<file path="src/rtl/aon_wake_pkg.sv">
package aon_wake_pkg;

    localparam int NUM_SRC  = 3;
    localparam int SRC_GPIO = 0;
    localparam int SRC_BB   = 1;
    localparam int SRC_RTC  = 2;

    typedef enum logic [1:0] {
        MODE_RUN  = 2'b00,
        MODE_DEEP = 2'b01,
        MODE_OFF  = 2'b10,
        MODE_RSVD = 2'b11
    } pwr_mode_e;

    typedef enum logic [1:0] {
        BBSEL_NONE  = 2'b00,
        BBSEL_OSC   = 2'b01,
        BBSEL_RADIO = 2'b10,
        BBSEL_LP    = 2'b11
    } bb_sel_e;

    typedef enum logic [2:0] {
        ST_RUN,
        ST_DEEP,
        ST_OFF,
        ST_WAKE,
        ST_WAIT
    } wk_state_e;

endpackage

</file>
<file path="src/rtl/aon_sync.sv">
module aon_sync #(
    parameter int W      = 1,
    parameter int STAGES = 2
) (
    input  logic         clk,
    input  logic         rst_n,
    input  logic [W-1:0] d_i,
    output logic [W-1:0] q_o
);
    logic [STAGES-1:0][W-1:0] pipe_q;

    always_ff @(posedge clk or negedge rst_n) begin
        if (!rst_n) begin
            pipe_q <= '0;
        end else begin
            pipe_q <= {pipe_q[STAGES-2:0], d_i};
        end
    end

    assign q_o = pipe_q[STAGES-1];
endmodule

</file>
<file path="src/rtl/aon_src_gate.sv">
module aon_src_gate
    import aon_wake_pkg::*;
(
    input  logic               in_deep_i,
    input  logic               in_off_i,
    input  logic               gpio_en_i,
    input  logic               rtc_en_i,
    input  logic [1:0]         sel_i,
    input  logic               auto_i,
    input  logic               gpio_i,
    input  logic               rtc_i,
    input  logic               osc_i,
    input  logic               radio_i,
    input  logic               lp_i,
    output logic [NUM_SRC-1:0] hit_o
);
    logic asleep;
    logic bb_cand;
    logic bb_mode_ok;

    assign asleep = in_deep_i | in_off_i;

    // Baseband candidate and its legality in the current sleep mode
    always_comb begin
        bb_cand    = 1'b0;
        bb_mode_ok = 1'b0;
        unique case (sel_i)
            BBSEL_NONE: begin
                bb_cand    = 1'b0;
                bb_mode_ok = 1'b0;
            end
            BBSEL_OSC: begin
                bb_cand    = osc_i;
                bb_mode_ok = asleep;
            end
            BBSEL_RADIO: begin
                bb_cand    = radio_i;
                bb_mode_ok = in_deep_i;
            end
            BBSEL_LP: begin
                bb_cand    = lp_i;
                bb_mode_ok = in_deep_i;
            end
        endcase
    end

    always_comb begin
        hit_o           = '0;
        hit_o[SRC_GPIO] = asleep & gpio_en_i & gpio_i;
        hit_o[SRC_RTC]  = asleep & rtc_en_i & rtc_i & ~auto_i;
        hit_o[SRC_BB]   = bb_mode_ok & bb_cand & ~auto_i;
    end
endmodule

</file>
<file path="src/rtl/aon_wake_fsm.sv">
module aon_wake_fsm
    import aon_wake_pkg::*;
(
    input  logic       clk,
    input  logic       rst_n,
    input  logic [1:0] mode_i,
    input  logic       any_hit_i,
    input  logic       auto_i,
    output logic       in_deep_o,
    output logic       in_off_o,
    output logic       wake_pulse_o,
    output logic       lposc_en_o
);
    wk_state_e state_q;
    wk_state_e state_d;
    logic      want_deep;
    logic      want_off;

    assign want_deep = (mode_i == MODE_DEEP);
    assign want_off  = (mode_i == MODE_OFF);

    always_ff @(posedge clk or negedge rst_n) begin
        if (!rst_n) begin
            state_q <= ST_RUN;
        end else begin
            state_q <= state_d;
        end
    end

    always_comb begin
        state_d = state_q;
        unique case (state_q)
            ST_RUN: begin
                if (want_deep)     state_d = ST_DEEP;
                else if (want_off) state_d = ST_OFF;
            end
            ST_DEEP: begin
                if (any_hit_i)     state_d = ST_WAKE;
                else if (want_off) state_d = ST_OFF;
                else if (!want_deep) state_d = ST_RUN;
            end
            ST_OFF: begin
                if (any_hit_i)      state_d = ST_WAKE;
                else if (want_deep) state_d = ST_DEEP;
                else if (!want_off) state_d = ST_RUN;
            end
            ST_WAKE: begin
                if (want_deep || want_off) state_d = ST_WAIT;
                else                       state_d = ST_RUN;
            end
            ST_WAIT: begin
                if (!want_deep && !want_off) state_d = ST_RUN;
            end
            default: state_d = ST_RUN;
        endcase
    end

    always_comb begin
        in_deep_o    = (state_q == ST_DEEP);
        in_off_o     = (state_q == ST_OFF);
        wake_pulse_o = (state_q == ST_WAKE);
        lposc_en_o   = ~(auto_i & ((state_q == ST_DEEP) | (state_q == ST_OFF)));
    end

    // the pulse never lasts beyond one cycle
    a_r6_single_pulse: assert property (@(posedge clk) disable iff (!rst_n)
        wake_pulse_o |=> !wake_pulse_o);
endmodule

</file>
<file path="src/rtl/aon_sticky_stat.sv">
module aon_sticky_stat #(
    parameter int NSRC = 3
) (
    input  logic            clk,
    input  logic            rst_n,
    input  logic [NSRC-1:0] set_i,
    input  logic [NSRC-1:0] clr_i,
    input  logic            poff_set_i,
    input  logic            poff_clr_i,
    output logic [NSRC-1:0] stat_o,
    output logic            poff_log_o
);
    logic [NSRC-1:0] stat_q;
    logic            poff_q;

    for (genvar i = 0; i < NSRC; i++) begin : g_bit
        always_ff @(posedge clk or negedge rst_n) begin
            if (!rst_n)          stat_q[i] <= 1'b0;
            else if (set_i[i])   stat_q[i] <= 1'b1;
            else if (clr_i[i])   stat_q[i] <= 1'b0;
        end

        // a set bit survives every cycle without its clear
        a_r7_sticky: assert property (@(posedge clk) disable iff (!rst_n)
            (stat_q[i] && !clr_i[i]) |=> stat_q[i]);
    end

    always_ff @(posedge clk or negedge rst_n) begin
        if (!rst_n)          poff_q <= 1'b0;
        else if (poff_set_i) poff_q <= 1'b1;
        else if (poff_clr_i) poff_q <= 1'b0;
    end

    assign stat_o     = stat_q;
    assign poff_log_o = poff_q;
endmodule

</file>
<file path="src/rtl/aon_hold_latch.sv">
module aon_hold_latch #(
    parameter int W = 4
) (
    input  logic         clk,
    input  logic         rst_n,
    input  logic         pass_i,
    input  logic [W-1:0] d_i,
    output logic [W-1:0] q_o
);
    logic [W-1:0] held_q;

    always_ff @(posedge clk or negedge rst_n) begin
        if (!rst_n)      held_q <= '0;
        else if (pass_i) held_q <= d_i;
    end

    assign q_o = pass_i ? d_i : held_q;

    // a frozen stage keeps its output stable
    a_r9_hold_stable: assert property (@(posedge clk) disable iff (!rst_n)
        (!pass_i && $past(!pass_i)) |-> $stable(q_o));
endmodule

</file>
<file path="src/rtl/aon_wake_ctrl.sv">
module aon_wake_ctrl
    import aon_wake_pkg::*;
#(
    parameter int BB_W        = 4,
    parameter int IO_W        = 8,
    parameter int SYNC_STAGES = 2
) (
    input  logic               clk,
    input  logic               rst_n,
    input  logic [1:0]         mode_i,
    input  logic               gpio_wake_en_i,
    input  logic               rtc_wake_en_i,
    input  logic [1:0]         bb_wake_sel_i,
    input  logic               auto_osc_off_i,
    input  logic               gpio_req_i,
    input  logic               rtc_req_i,
    input  logic               bb_osc_en_i,
    input  logic               bb_radio_en_i,
    input  logic               bb_lp_wake_i,
    input  logic [2:0]         stat_clr_i,
    input  logic               poff_log_clr_i,
    input  logic               bb_latch_n_i,
    input  logic               io_latch_n_i,
    input  logic [BB_W-1:0]    bb_core_i,
    input  logic [IO_W-1:0]    io_core_i,
    output logic               wake_pulse_o,
    output logic [2:0]         wake_stat_o,
    output logic               pmu_irq_o,
    output logic               poff_log_o,
    output logic               lposc_en_o,
    output logic [BB_W-1:0]    bb_hold_o,
    output logic [IO_W-1:0]    io_hold_o
);
    localparam int NREQ = 5;

    logic [NREQ-1:0]    req_raw;
    logic [NREQ-1:0]    req_sync;
    logic [NUM_SRC-1:0] hit;
    logic               any_hit;
    logic               in_deep;
    logic               in_off;

    assign req_raw = {bb_lp_wake_i, bb_radio_en_i, bb_osc_en_i, rtc_req_i, gpio_req_i};

    aon_sync #(.W(NREQ), .STAGES(SYNC_STAGES)) u_sync (
        .clk   (clk),
        .rst_n (rst_n),
        .d_i   (req_raw),
        .q_o   (req_sync)
    );

    aon_src_gate u_gate (
        .in_deep_i (in_deep),
        .in_off_i  (in_off),
        .gpio_en_i (gpio_wake_en_i),
        .rtc_en_i  (rtc_wake_en_i),
        .sel_i     (bb_wake_sel_i),
        .auto_i    (auto_osc_off_i),
        .gpio_i    (req_sync[0]),
        .rtc_i     (req_sync[1]),
        .osc_i     (req_sync[2]),
        .radio_i   (req_sync[3]),
        .lp_i      (req_sync[4]),
        .hit_o     (hit)
    );

    assign any_hit = |hit;

    aon_wake_fsm u_fsm (
        .clk          (clk),
        .rst_n        (rst_n),
        .mode_i       (mode_i),
        .any_hit_i    (any_hit),
        .auto_i       (auto_osc_off_i),
        .in_deep_o    (in_deep),
        .in_off_o     (in_off),
        .wake_pulse_o (wake_pulse_o),
        .lposc_en_o   (lposc_en_o)
    );

    aon_sticky_stat #(.NSRC(NUM_SRC)) u_stat (
        .clk        (clk),
        .rst_n      (rst_n),
        .set_i      (hit),
        .clr_i      (stat_clr_i),
        .poff_set_i (in_off & any_hit),
        .poff_clr_i (poff_log_clr_i),
        .stat_o     (wake_stat_o),
        .poff_log_o (poff_log_o)
    );

    assign pmu_irq_o = |wake_stat_o;

    aon_hold_latch #(.W(BB_W)) u_bb_hold (
        .clk    (clk),
        .rst_n  (rst_n),
        .pass_i (bb_latch_n_i),
        .d_i    (bb_core_i),
        .q_o    (bb_hold_o)
    );

    aon_hold_latch #(.W(IO_W)) u_io_hold (
        .clk    (clk),
        .rst_n  (rst_n),
        .pass_i (io_latch_n_i),
        .d_i    (io_core_i),
        .q_o    (io_hold_o)
    );

    // two cycles of run mode leave no room for a pulse
    a_r6_no_pulse_in_run: assert property (@(posedge clk) disable iff (!rst_n)
        ($past(mode_i) == MODE_RUN && $past(mode_i, 2) == MODE_RUN) |-> !wake_pulse_o);

    // a status bit only appears together with a wake pulse
    a_r7_set_with_pulse: assert property (@(posedge clk) disable iff (!rst_n)
        (|(wake_stat_o & ~$past(wake_stat_o))) |-> wake_pulse_o);

    // the log only rises together with a wake pulse
    a_r10_log_with_pulse: assert property (@(posedge clk) disable iff (!rst_n)
        $rose(poff_log_o) |-> wake_pulse_o);
endmodule

</file>
<file path="config.mk">
export PLATFORM = sky130hd
export DESIGN_NAME = aon_wake_ctrl
export DESIGN_NICKNAME = d
export VERILOG_FILES = /design/src/rtl/aon_wake_pkg.sv /design/src/rtl/aon_sync.sv /design/src/rtl/aon_src_gate.sv /design/src/rtl/aon_wake_fsm.sv /design/src/rtl/aon_sticky_stat.sv /design/src/rtl/aon_hold_latch.sv /design/src/rtl/aon_wake_ctrl.sv
export SDC_FILE = /design/constraint.sdc
export NUM_CORES = 1
export LEC_CHECK = 0
export ABC_CLOCK_PERIOD_IN_PS = 2000
export BUFFER_PORTS_ARGS = -buffer_cell sky130_fd_sc_hd__buf_2
export CAP_MARGIN = 20
export CORE_ASPECT_RATIO = 0.75
export CORE_MARGIN = 2
export CORE_UTILIZATION = 35
export DETAILED_ROUTE_END_ITERATION = 10
export PLACE_DENSITY = 0.62
export SKIP_CTS_REPAIR_TIMING = 1
export SLEW_MARGIN = 10
export SYNTH_ARGS = -nofsm -noshare
export SYNTH_HDL_FRONTEND = slang
export SYNTH_SLANG_ARGS = --single-unit
export TNS_END_PERCENT = 100
</file>
<file path="constraint.sdc">
create_clock -name clk -period 2 [get_ports clk]
set_input_delay 0.4 -clock clk [delete_from_list [all_inputs] [get_ports clk]]
set_output_delay 0.4 -clock clk [all_outputs]
set_load 0.05 [all_outputs]
</file>
==> results list, run 1 <==
- The run finished with clean final reports.
- Type of destination of the critical path: output pin
- Average wire per cell in the routed design: 11.6 µm
* Yosys top cell area share: 0.612
* Worst min-delay path class: primary input to asynchronous set/reset pin
* Area of the core region: 0.00327 mm²
- Sequential fraction of design power: 0.346
* Final cell area excluding filler cells: 0.00160 mm²
- The number of global-route vias before repair is 792.
- After legalization and detailed placement, the total HPWL measured roughly 1.7 mm.
- The endpoint identified for the worst register-to-register timing path is u_fsm.state_q[1].
- Cells after synthesis: 90
- Final min period: 1840 ps
* Internal power component: 1.37 mW
- Final WL: 2.14 mm
* Transition time at the pin with the least slew margin: 618 ps
* Proportion of synthesized flip-flops having asynchronous set or reset: 1.00
* Maximum clock skew at final layout: ~2.1 ps
- The clock drives 29 sinks.
* TritonCTS clock tree: yes
* Area occupied by multi-input gates: 409 µm²
- Vias after detailed routing: about 850
* Drt first pass iters: 4
* Footprint of the flip-flops and latches: 726 µm²
* Number of synthesis warnings: 0
- Dividing the final minimum period by the clock period gives 0.920.
- For this configuration, the core starts out at a cell density of 0.363.
- Critical path startpoint category: flip-flop
* Number of enable flip-flop cells after synthesis: 0
* Number of DRC violations after detailed routing: 0
* Signal arrival time at the worst endpoint: 1440 ps
* DRT iter0 DRCs: 26
* GP Congestion: 0.833
* Syn nets: ~130
- Initial antenna violation count: 0
- Headroom to the max-slew limit came out at 0.588.
- Netlist area before placement: 0.00118 mm²
- Worst setup endpoint: lposc_en_o
- Most numerous cell types in the synthesized netlist: 29 x dfrtp_1, 12 x mux2_2, 8 x inv_1, 8 x nor2_1, 6 x nand2_1
- Among all flip-flop cells after synthesis, the most frequent one is dfrtp_1.
- For this design the static power due to leakage is 0.816 nW.
* Highest fanout seen on the critical path: 8
- Maximum clock frequency: 544 MHz
- For the worst flop-to-flop path, the logic depth is 5.
- First-pass GRT wire length: 3.42 mm
- The synthesized design spends more area on one cell type than any other, namely dfrtp_1.
* Share of power burned in the clock network: 0.330
- Compared with the post-synthesis result, the final layout area differs by 35.0%.
* Final antenna-violating net count: 0
- In this run the number of H-tree levels came out at 2.
* Post-route setup slack: 160 ps
- Height of the die: around 54 µm
- Setup Viol. Count Final: 0
- Buffer type at the clock tree root: clkbuf_8
- Reg-to-reg startpoint: u_fsm.state_q[1]
* Layout cell share with drive strength beyond 1: 0.524
- After clock tree synthesis, the clock-pin slew on the worst setup and hold paths is 60 ps.
* Worst vdd rail ir drop: just under 500 µV
* Start point of the critical path: u_fsm.state_q[1]
- Maximum number of pins on one net before global-route repair: 30
- Drt via density: 4.61
- Filler cell count in the final layout: 318
- Share of the yosys chip area belonging to registers: 0.612
- Number of buffers added by the clock tree synthesis step: 5
- In the final timing run, aggregate negative setup slack is 0 ps.
* Switching component of the power: 0.754 mW
- Part of the total power dissipated in combinational logic: 0.324
- The number of antenna diodes in the final layout is 0.
* Ports placed on the boundary: 51
* Area contributors post-synth: dfrtp_1 61%, mux2_2 11%, ha_1 3.2%
- In this run the tool buffered the top-level ports with 50 buffer cells.
- Most used standard cell by instance count after synthesis: dfrtp_1
- In this run, synthesis produced a sequential element count of 29.
- A synthesized cell averages approximately 13 µm².
- Total routing usage reported by global routing: 0.122
* Net Sw Frac: 0.354
- Final hold vios: 0
* Overflow after GRT: 0
- Max Buffers Root-to-Sink: 2
* Area after DPL: 0.00147 mm²
- Number of different library cells in the post-synthesis netlist: 24
- The critical path in this run is classified as flip-flop to output pin.
- The initialized floorplan defines 18 standard-cell rows.
- Die width: between 70 and 80 µm
- Placement-stage worst setup slack: 360 ps
* R2R Setup Slk: 320 ps
- Clock latency of the later-clocked register in the worst-skew pair: 270 ps
* Unrepaired setup endpoints after global routing: false
* Power density over the cells: ~1300 mW/mm²
- The final layout contains 179 nets.
- Required time worst endpoint: about 1600 ps
- The die covers 0.00387 mm².
- Max-cap violations in this run came to 0.
- Max-slew violations: 0
[how the worst min path moves through the flow]
| stage | endpoint | slack, ps | cells after the start |
|---|---|---|---|
| after global routing | u_sync.pipe_q[4] | 180 | 1 |
| after detailed placement | u_sync.q_o[0] | 340 | 0 |
| final | u_sync.pipe_q[4] | 140 | 1 |
| after CTS | u_bb_hold.held_q[0] | 170 | 1 |
| after global placement | u_sync.q_o[1] | 330 | 0 |
| after floorplan | u_bb_hold.held_q[0] | 100 | 0 |
[cell type report]
| class | count | area share |
|---|---|---|
| Clock inverter | 3 | 0.0407 |
| Multi-Input combinational cell | 50 | 0.256 |
| Clock buffer | 5 | 0.0430 |
| Sequential cell | 29 | 0.454 |
| Tap cell | 40 | 0.0313 |
| Timing Repair Buffer | 50 | 0.156 |
| Inverter | 8 | 0.0188 |
[sequential cells by signal, indices dropped and copies added (netlist names)]
| register | cells |
|---|---|
| u_fsm.state_q | 3 |
| u_bb_hold.held_q | 4 |
| u_sync.q_o | 5 |
| u_io_hold.held_q | 8 |
| u_sync.pipe_q | 5 |
| u_stat.poff_log_o | 1 |
| u_stat.stat_o | 3 |
[power groups by stage]
| stage | sequential [mW] | clock (mW) | combinational, mW |
|---|---|---|---|
| after floorplan | 0.803 | 0 | 0.487 |
| after global placement | 0.740 | 0 | 0.683 |
| after detailed placement | 0.746 | 0 | 0.690 |
| after CTS | 0.736 | 0.726 | 0.692 |
| after global routing | 0.750 | 0.766 | 0.734 |
| final | 0.737 | 0.702 | 0.688 |
[layout by cell type (no fill, tap or decap), drive strengths merged, types with 2 or more instances in the layout]
cell type / count
nand2: 6
o22ai: 2
dfrtp: 29
o31ai: 2
and3: 2
mux2: 12
nor2: 8
bufinv: 2
a21oi: 3
ha: 3
clkbuf: 5
buf: 50
o21ai: 3
inv: 8
[critical path: stages, from the launching register on]
cell	delay [ps]
dfrtp_1	500
xor2_1	210
nor2b_1	190
nand2_1	60
buf_2	200
[logic make-up (layout without fill, tap and decap cells)]
logic type | after synthesis | count (layout) | share of synthesized area
flops | 29 | 29 | 0.612
simple gates | 19 | 19 | 0.0760
compound gates | 15 | 15 | 0.116
mux | 12 | 12 | 0.114
buf+inv | 11 | 66 | 0.0422
fa+ha+maj | 3 | 3 | 0.0317
xor+xnor | 1 | 1 | 0.00739
[through the flow]
stage	cells	util	total power, mW	hold WS, ps
2_1_floorplan	90	-	1.29	104
3_3_place_gp	177	0.449	1.42	332
3_5_place_dp	177	0.449	1.44	336
4_1_cts	185	0.490	2.15	166
5_1_grt	185	0.490	2.25	179
6_report	185	0.490	2.13	143
[metal layers]
| metal | track usage | vias up | routed length [µm] |
|---|---|---|---|
| met1 | 0.152 | 402 | 929 |
| li1 | - | 412 | - |
| met4 | 0.0849 | 0 | 27 |
| met5 | 0 | - | 0 |
| met2 | 0.174 | 37 | 1000 |
| met3 | 0.0516 | 2 | 178 |
(Power assumes the default switching activity.)
==> run 2, diff against run 1 <==
--- a/config.mk
+++ b/config.mk
@@ -13,6 +13,7 @@
 export CORE_UTILIZATION = 35
 export DETAILED_ROUTE_END_ITERATION = 10
 export PLACE_DENSITY = 0.62
+export REMOVE_ABC_BUFFERS = 1
 export SKIP_CTS_REPAIR_TIMING = 1
 export SLEW_MARGIN = 10
 export SYNTH_ARGS = -nofsm -noshare
==> constraint.sdc (replaced) <==
create_clock -name clk -period 2 [get_ports clk]
set_input_delay 0.6 -clock clk [delete_from_list [all_inputs] [get_ports clk]]
set_output_delay 0.6 -clock clk [all_outputs]
set_load 0.05 [all_outputs]
==> results list, run 2 (same netlist as run 1, synthesis figures left out) <==
- Crit-path slowest cell: mux2_2 (was dfrtp_1)
- The starting DRC count in detailed routing was 25 (was 26).
- R2R Setup Slk: 290 ps (was 320 ps)
- First-pass GRT wire length: 3.42 mm (about the same)
- The count of pins on the block boundary was 51 (unchanged).
- The number of inserted filler cells in the final layout came to 308 (was 318).
- The routed wire length on met2 was 1.14 mm (was 1.00 mm).
* Final Hold Slack: 334 ps (was 143 ps)
* Final cell area excluding filler cells: 0.00162 mm² (was 0.00160 mm²)
- Transition time at the pin with the least slew margin: 619 ps (was 618 ps)
- The routed via count divided by cell count is 4.54 (was 4.61).
- Post-route insts no fill: 190 (was 185)
- The worst min-delay path category was primary input to asynchronous set/reset pin (unchanged).
- Std cell rows: 18 (unchanged)
- The most flop-heavy register was u_io_hold.held_q (unchanged).
- The clock-pin slew on the worst setup and hold paths came to 60 ps (about the same).
- Vias after detailed routing: 862 (was 853)
- The total chip power was 2.03 mW (was 2.13 mW).
- The number of search-and-repair iterations in the first detailed-routing pass came to 4 (unchanged).
- Average wire per cell in the routed design: 12.0 µm (was 11.6 µm)
- Number of buffers added by the clock tree synthesis step: 5 (unchanged)
- The antenna diode count was 0 (unchanged).
* Die ar.: 0.00387 mm² (unchanged)
- Leading cell types in the layout, fill and taps excluded: 49 x buf_2, 27 x dfrtp_1, 12 x mux2_2 (was 50 x buf_2, 29 x dfrtp_1, 12 x mux2_2).
* Final antenna-violating net count: 0 (unchanged)
- Worst path top cell family by delay: buffers and inverters (was flip-flops)
- The routability-driven placement congestion ratio came to 0.708 (was 0.833).
- The number of global-route vias before repair is 788 (was 792).
* Final min period: 1980 ps (was 1840 ps)
- The kind of start point of the critical path is a primary input (was flip-flop).
- Cells along the critical path: buf_2 > mux2_2 > buf_2 (was xor2_1 > nor2b_1 > nand2_1 > buf_2).
- The type of the worst setup path was primary input to output pin (was flip-flop to output pin).
- Initial standard-cell utilization of the core: 0.363 (unchanged)
- The count of maximum capacitance violations is 0 (unchanged).
* Syn-to-layout area delta: 36.6% (was 35.0%)
* Buffers added on ports: 50 (unchanged)
* Number of DRC violations after detailed routing: 0 (unchanged)
* Placement-stage worst setup slack: 25.4 ps (was 360 ps)
* Number of flip-flops under the largest register name: 8 (unchanged)
* Maximum number of pins on one net before global-route repair: 30 (unchanged)
* Max Buffers Root-to-Sink: 2 (unchanged)
- The number of levels the H-tree was split into is 2 (unchanged).
- Power density over the cells: 1250 mW/mm² (was 1330 mW/mm²)
- Worst vdd rail ir drop: 500 µV (was 482 µV)
- Maximum clock skew at final layout: 5.69 ps (was 2.12 ps)
* Area after DPL: 0.00147 mm² (unchanged)
- Clock latency of the later-clocked register in the worst-skew pair: 270 ps (about the same)
* Overflow after GRT: 0 (unchanged)
* Buffers plus inverters on the worst setup path: 2 (was 1)
- Final WL: 2.28 mm (was 2.14 mm)
* Die width: 71.2 µm (unchanged)
- The clock tree from TritonCTS is yes (unchanged).
- Relative slew slack: 0.587 (was 0.588)
* Clock sinks: 29 (unchanged)
- Total routing usage reported by global routing: 0.124 (was 0.122)
- The count of pins over their slew limit was 0 (unchanged).
- Layout cell share with drive strength beyond 1: 0.567 (was 0.524)
* Signal arrival time at the worst endpoint: 1380 ps (was 1440 ps)
- Post-detailed-placement half-perimeter wirelength: 1.72 mm (was 1.66 mm)
- Height of the die: 54.4 µm (unchanged)
- The post-route clock period utilization was 0.990 (was 0.920).
* Number of placed instances, taps included: 177 (unchanged)
- Buffer type at the clock tree root: clkbuf_8 (unchanged)
- Type of destination of the critical path: output pin (unchanged)
* Footprint of the flip-flops and latches: 728 µm² (was 726 µm²)
- Area of the core region: 0.00327 mm² (unchanged)
- The multi-input gate area in the final layout came to 419 µm² (was 409 µm²).
* Highest fanout seen on the critical path: 8 (unchanged)
- Uppermost layer routed: met3 (was met4)
- Final hold vios: 0 (unchanged)
- The number of nets in the layout came to 184 (was 179).
- The initial antenna violation count is 0 (unchanged).
- Most used cell along the critical path: buf_2
* Post-route setup slack: 20.8 ps (was 160 ps)
- The critical path data required time came to 1400 ps (was 1600 ps).
* Leakage: 0.828 nW (was 0.816 nW)
- Maximum clock frequency: 505 MHz (was 544 MHz)
- Most common cell after layout, fill and taps aside: buf_2 (unchanged)
- Wire length on met1: 935 µm (was 929 µm)
- Result of the run: completed (unchanged)
- The final setup violation count was 0 (unchanged).
- Met3 WL post-DR: 201 µm (was 178 µm)
- The delay of the slowest cell on the worst path is 370 ps (was 500 ps).
-- run 2: worst paths after layout --
path | start | end | depth (start not counted)
worst max-delay path | io_latch_n_i | io_hold_o[3] | 3
worst min-delay path | rst_n | u_stat.poff_log_o | 1
worst max register to register | u_fsm.state_q[1] | u_fsm.state_q[1] | 6
worst min register to register | u_sync.pipe_q[0] | u_sync.q_o[0] | 0
max in group asynchronous | rst_n | u_fsm.state_q[1] | 1
min in group clk | u_sync.pipe_q[0] | u_sync.q_o[0] | 0
-- run 2: power breakdown --
part / switching, mW / internal, mW
clock network: 0.202 / 0.310
logic: 0.502 / 0.277
registers: 0.0690 / 0.670
total: 0.772 / 1.26
-- run 2: final cells by class --
cell class	instances	share of cell area
timing repair buffer	55	0.179
tap	40	0.0309
inverter	8	0.0185
sequential	29	0.450
clock inverter	1	0.00309
clock buffer	7	0.0595
multi-input combinational	50	0.259
-- run 2: through the flow --
step | setup TNS, ps | utilization
5_1_grt | -3.14 | 0.496
4_1_cts | -34.8 | 0.480
6_report | 0 | 0.496
2_1_floorplan | 0 | -
3_3_place_gp | 0 | 0.449
3_5_place_dp | 0 | 0.449
-- run 2: worst register-to-register path: stages (launching register included) --
cell and delay [ps]:
dfrtp_2 450, buf_4 150, nor3b_2 220, o21ai_2 110, a311oi_4 370, a2111oi_2 90
o41ai_2 210
-- run 2: per-layer routing --
| metal | global-route usage | vias to the layer above |
|---|---|---|
| met3 | 0.0755 | 0 |
| met2 | 0.191 | 33 |
| met1 | 0.142 | 406 |
| met4 | 0.0472 | 0 |
| met5 | 0 | - |
| li1 | - | 423 |
==> run 3, diff against run 2 <==
--- a/config.mk
+++ b/config.mk
@@ -12,6 +12,7 @@
 export CORE_MARGIN = 2
 export CORE_UTILIZATION = 35
 export DETAILED_ROUTE_END_ITERATION = 10
+export MAX_ROUTING_LAYER = met4
 export PLACE_DENSITY = 0.62
 export REMOVE_ABC_BUFFERS = 1
 export SKIP_CTS_REPAIR_TIMING = 1
==> results list, run 3 (same netlist as run 1, synthesis figures left out) <==
* Result of the run: completed (unchanged)
- The flip-flop count of the largest register, all copies and words added is 8 (unchanged).
- The internal cell power came to 1.26 mW (unchanged).
* Sequential fraction of design power: 0.364 (about the same)
- The wire length of the first global-routing pass came to 3.42 mm (about the same).
- Overall power: 2.03 mW (about the same)
- Clock sinks: 29 (unchanged)
- The number of standard-cell rows in the floorplan came to 18 (unchanged).
- Final min period: 1980 ps (unchanged)
- The horizontal extent of the die came to 71.2 µm (unchanged).
* Count of H-tree levels built during CTS: 2 (unchanged)
- The all-layer global routing usage was 0.128 (was 0.124).
- The setup skew after layout was 5.69 ps (about the same).
- Signal arrival time at the worst endpoint: 1380 ps (about the same)
- Category of the most critical setup path: primary input to output pin (unchanged)
- The initial antenna violation count is 0 (unchanged).
* Post-detailed-placement half-perimeter wirelength: 1.72 mm (unchanged)
* Layout cell share with drive strength beyond 1: 0.567 (unchanged)
* Vias in the first global route: 793 (was 788)
- The number of nets still failing antenna checks after routing was 0 (unchanged).
- The worst hold slack across all endpoints was 334 ps (about the same).
* Average wire per cell in the routed design: 12.0 µm (about the same)
- Syn-to-layout area delta: 36.6% (unchanged)
- The number of CTS-inserted buffers was 5 (unchanged).
- The count of buffers from port buffering came to 50 (unchanged).
- The clock-pin slew on the worst setup and hold paths came to 60 ps (about the same).
- Most flops, register: u_io_hold.held_q (unchanged)
* Area after DPL: 0.00147 mm² (unchanged)
- Highest fanout seen on the critical path: 8 (unchanged)
- Required time worst endpoint: 1400 ps (about the same)
- Leading cell types in the layout, fill and taps excluded: 49 x buf_2, 27 x dfrtp_1, 12 x mux2_2 (unchanged).
- The leakage power figure was 0.828 nW (unchanged).
- The clock insertion delay at the later pin of the skew report is 270 ps (about the same).
- The area of the die came to 0.00387 mm² (unchanged).
- The pin count of the biggest net entering global routing came to 30 (unchanged).
* Drt via density: 4.54 (unchanged)
- The register area came to 728 µm² (unchanged).
- The max-slew headroom at the worst pin is 0.587 (about the same).
- The clock root buffer is clkbuf_8 (unchanged).
* Final cycle utilization of the critical path: 0.990 (unchanged)
- The routability-driven placement congestion ratio came to 0.716 (was 0.708).
- The sort of element at the end of the critical path is an output pin (unchanged).
* Maximum clock frequency: 505 MHz (unchanged)
- The switching power summed over all nets was 0.772 mW (about the same).
- Vias after detailed routing: 862 (unchanged)
- Part of the total power dissipated in combinational logic: 0.383 (about the same)
- The die height came to 54.4 µm (unchanged).
- Antenna Cells: 0 (unchanged)
- Number of DRC violations after detailed routing: 0 (unchanged)
* Max-slew violations: 0 (unchanged)
- Number of max-cap violations: 0 (unchanged)
* Area occupied by multi-input gates: 419 µm² (unchanged)
- Area of the core region: 0.00327 mm² (unchanged)
- Overflow after GRT: 0 (unchanged)
- Net Sw Frac: 0.381 (about the same)
* Setup Viol. Count Final: 0 (unchanged)
- The number of search-and-repair iterations in the first detailed-routing pass came to 4 (unchanged).
* TritonCTS clock tree: yes (unchanged)
* Ports placed on the boundary: 51 (unchanged)
- Transition time at the pin with the least slew margin: 619 ps (about the same)
- Number of placed instances, taps included: 177 (unchanged)
- DRT iter0 DRCs: 26 (was 25)
- NumNets Final: 184 (unchanged)
* Share of power burned in the clock network: 0.252 (about the same)
- Most common cell after layout, fill and taps aside: buf_2 (unchanged)
* Final WL: 2.28 mm (about the same)
- Final hold vios: 0 (unchanged)
- The power density over the cells is 1250 mW/mm² (about the same).
- Worst min-delay path class: primary input to asynchronous set/reset pin (unchanged)
* Initial standard-cell utilization of the core: 0.363 (unchanged)
* Max Buffers Root-to-Sink: 2 (unchanged)
- The kind of start point of the critical path is a primary input (unchanged).
- The non-filler instance count after layout came to 190 (unchanged).
- The number of inserted filler cells in the final layout was 308 (unchanged).
* Worst vdd rail ir drop: 500 µV (about the same)
- The post-layout instance area came to 0.00162 mm² (unchanged).
-- run 3: cell counts in the layout (fill, tap and decap cells not counted) --
Identical to the previous run, type by type.
-- run 3: worst max-delay path, stage by stage --
cell and delay, ps:
buf_2 190, mux2_2 370, buf_2 220
-- run 3: path summary, 6_finish.rpt --
check | start | end | slack [ps] | depth (start not counted)
max in group asynchronous | rst_n | u_fsm.state_q[1] | 1230 | 1
setup / recovery | io_latch_n_i | io_hold_o[3] | 20 | 3
min in group clk | u_sync.pipe_q[0] | u_sync.q_o[0] | 340 | 0
setup reg to reg | u_fsm.state_q[1] | u_fsm.state_q[1] | 290 | 6
hold reg to reg | u_sync.pipe_q[0] | u_sync.q_o[0] | 340 | 0
hold / removal | rst_n | u_stat.poff_log_o | 330 | 1
-- run 3: cell type report --
type | instances | area share
clock buffer | 7 | 0.0595
clock inverter | 1 | 0.00309
inverter | 8 | 0.0185
multi-input combinational | 50 | 0.259
sequential | 29 | 0.450
tap | 40 | 0.0309
timing repair buffer | 55 | 0.179
-- run 3: power by group through the flow --
stage	clock network [mW]	registers, mW	logic (mW)
6_report	0.512	0.739	0.778
3_5_place_dp	0	0.751	0.689
4_1_cts	0.537	0.740	0.690
2_1_floorplan	0	0.820	0.447
3_3_place_gp	0	0.748	0.681
5_1_grt	0.568	0.752	0.830
-- run 3: routing by layer --
metal	GRT usage	wire length [µm]	vias up
met5	-	0	-
met1	0.145	946	406
met4	0.0472	0	0
met3	0.0718	188	0
li1	-	-	423
met2	0.191	1140	33
-- run 3: metrics by stage --
stage          setup WS [ps]  setup TNS [ps]   util
2_1_floorplan            198               0      -
6_report                20.8               0  0.496
4_1_cts                -34.8           -34.8  0.480
3_5_place_dp            25.4               0  0.449
3_3_place_gp            44.2               0  0.449
5_1_grt                -3.14           -3.14  0.496
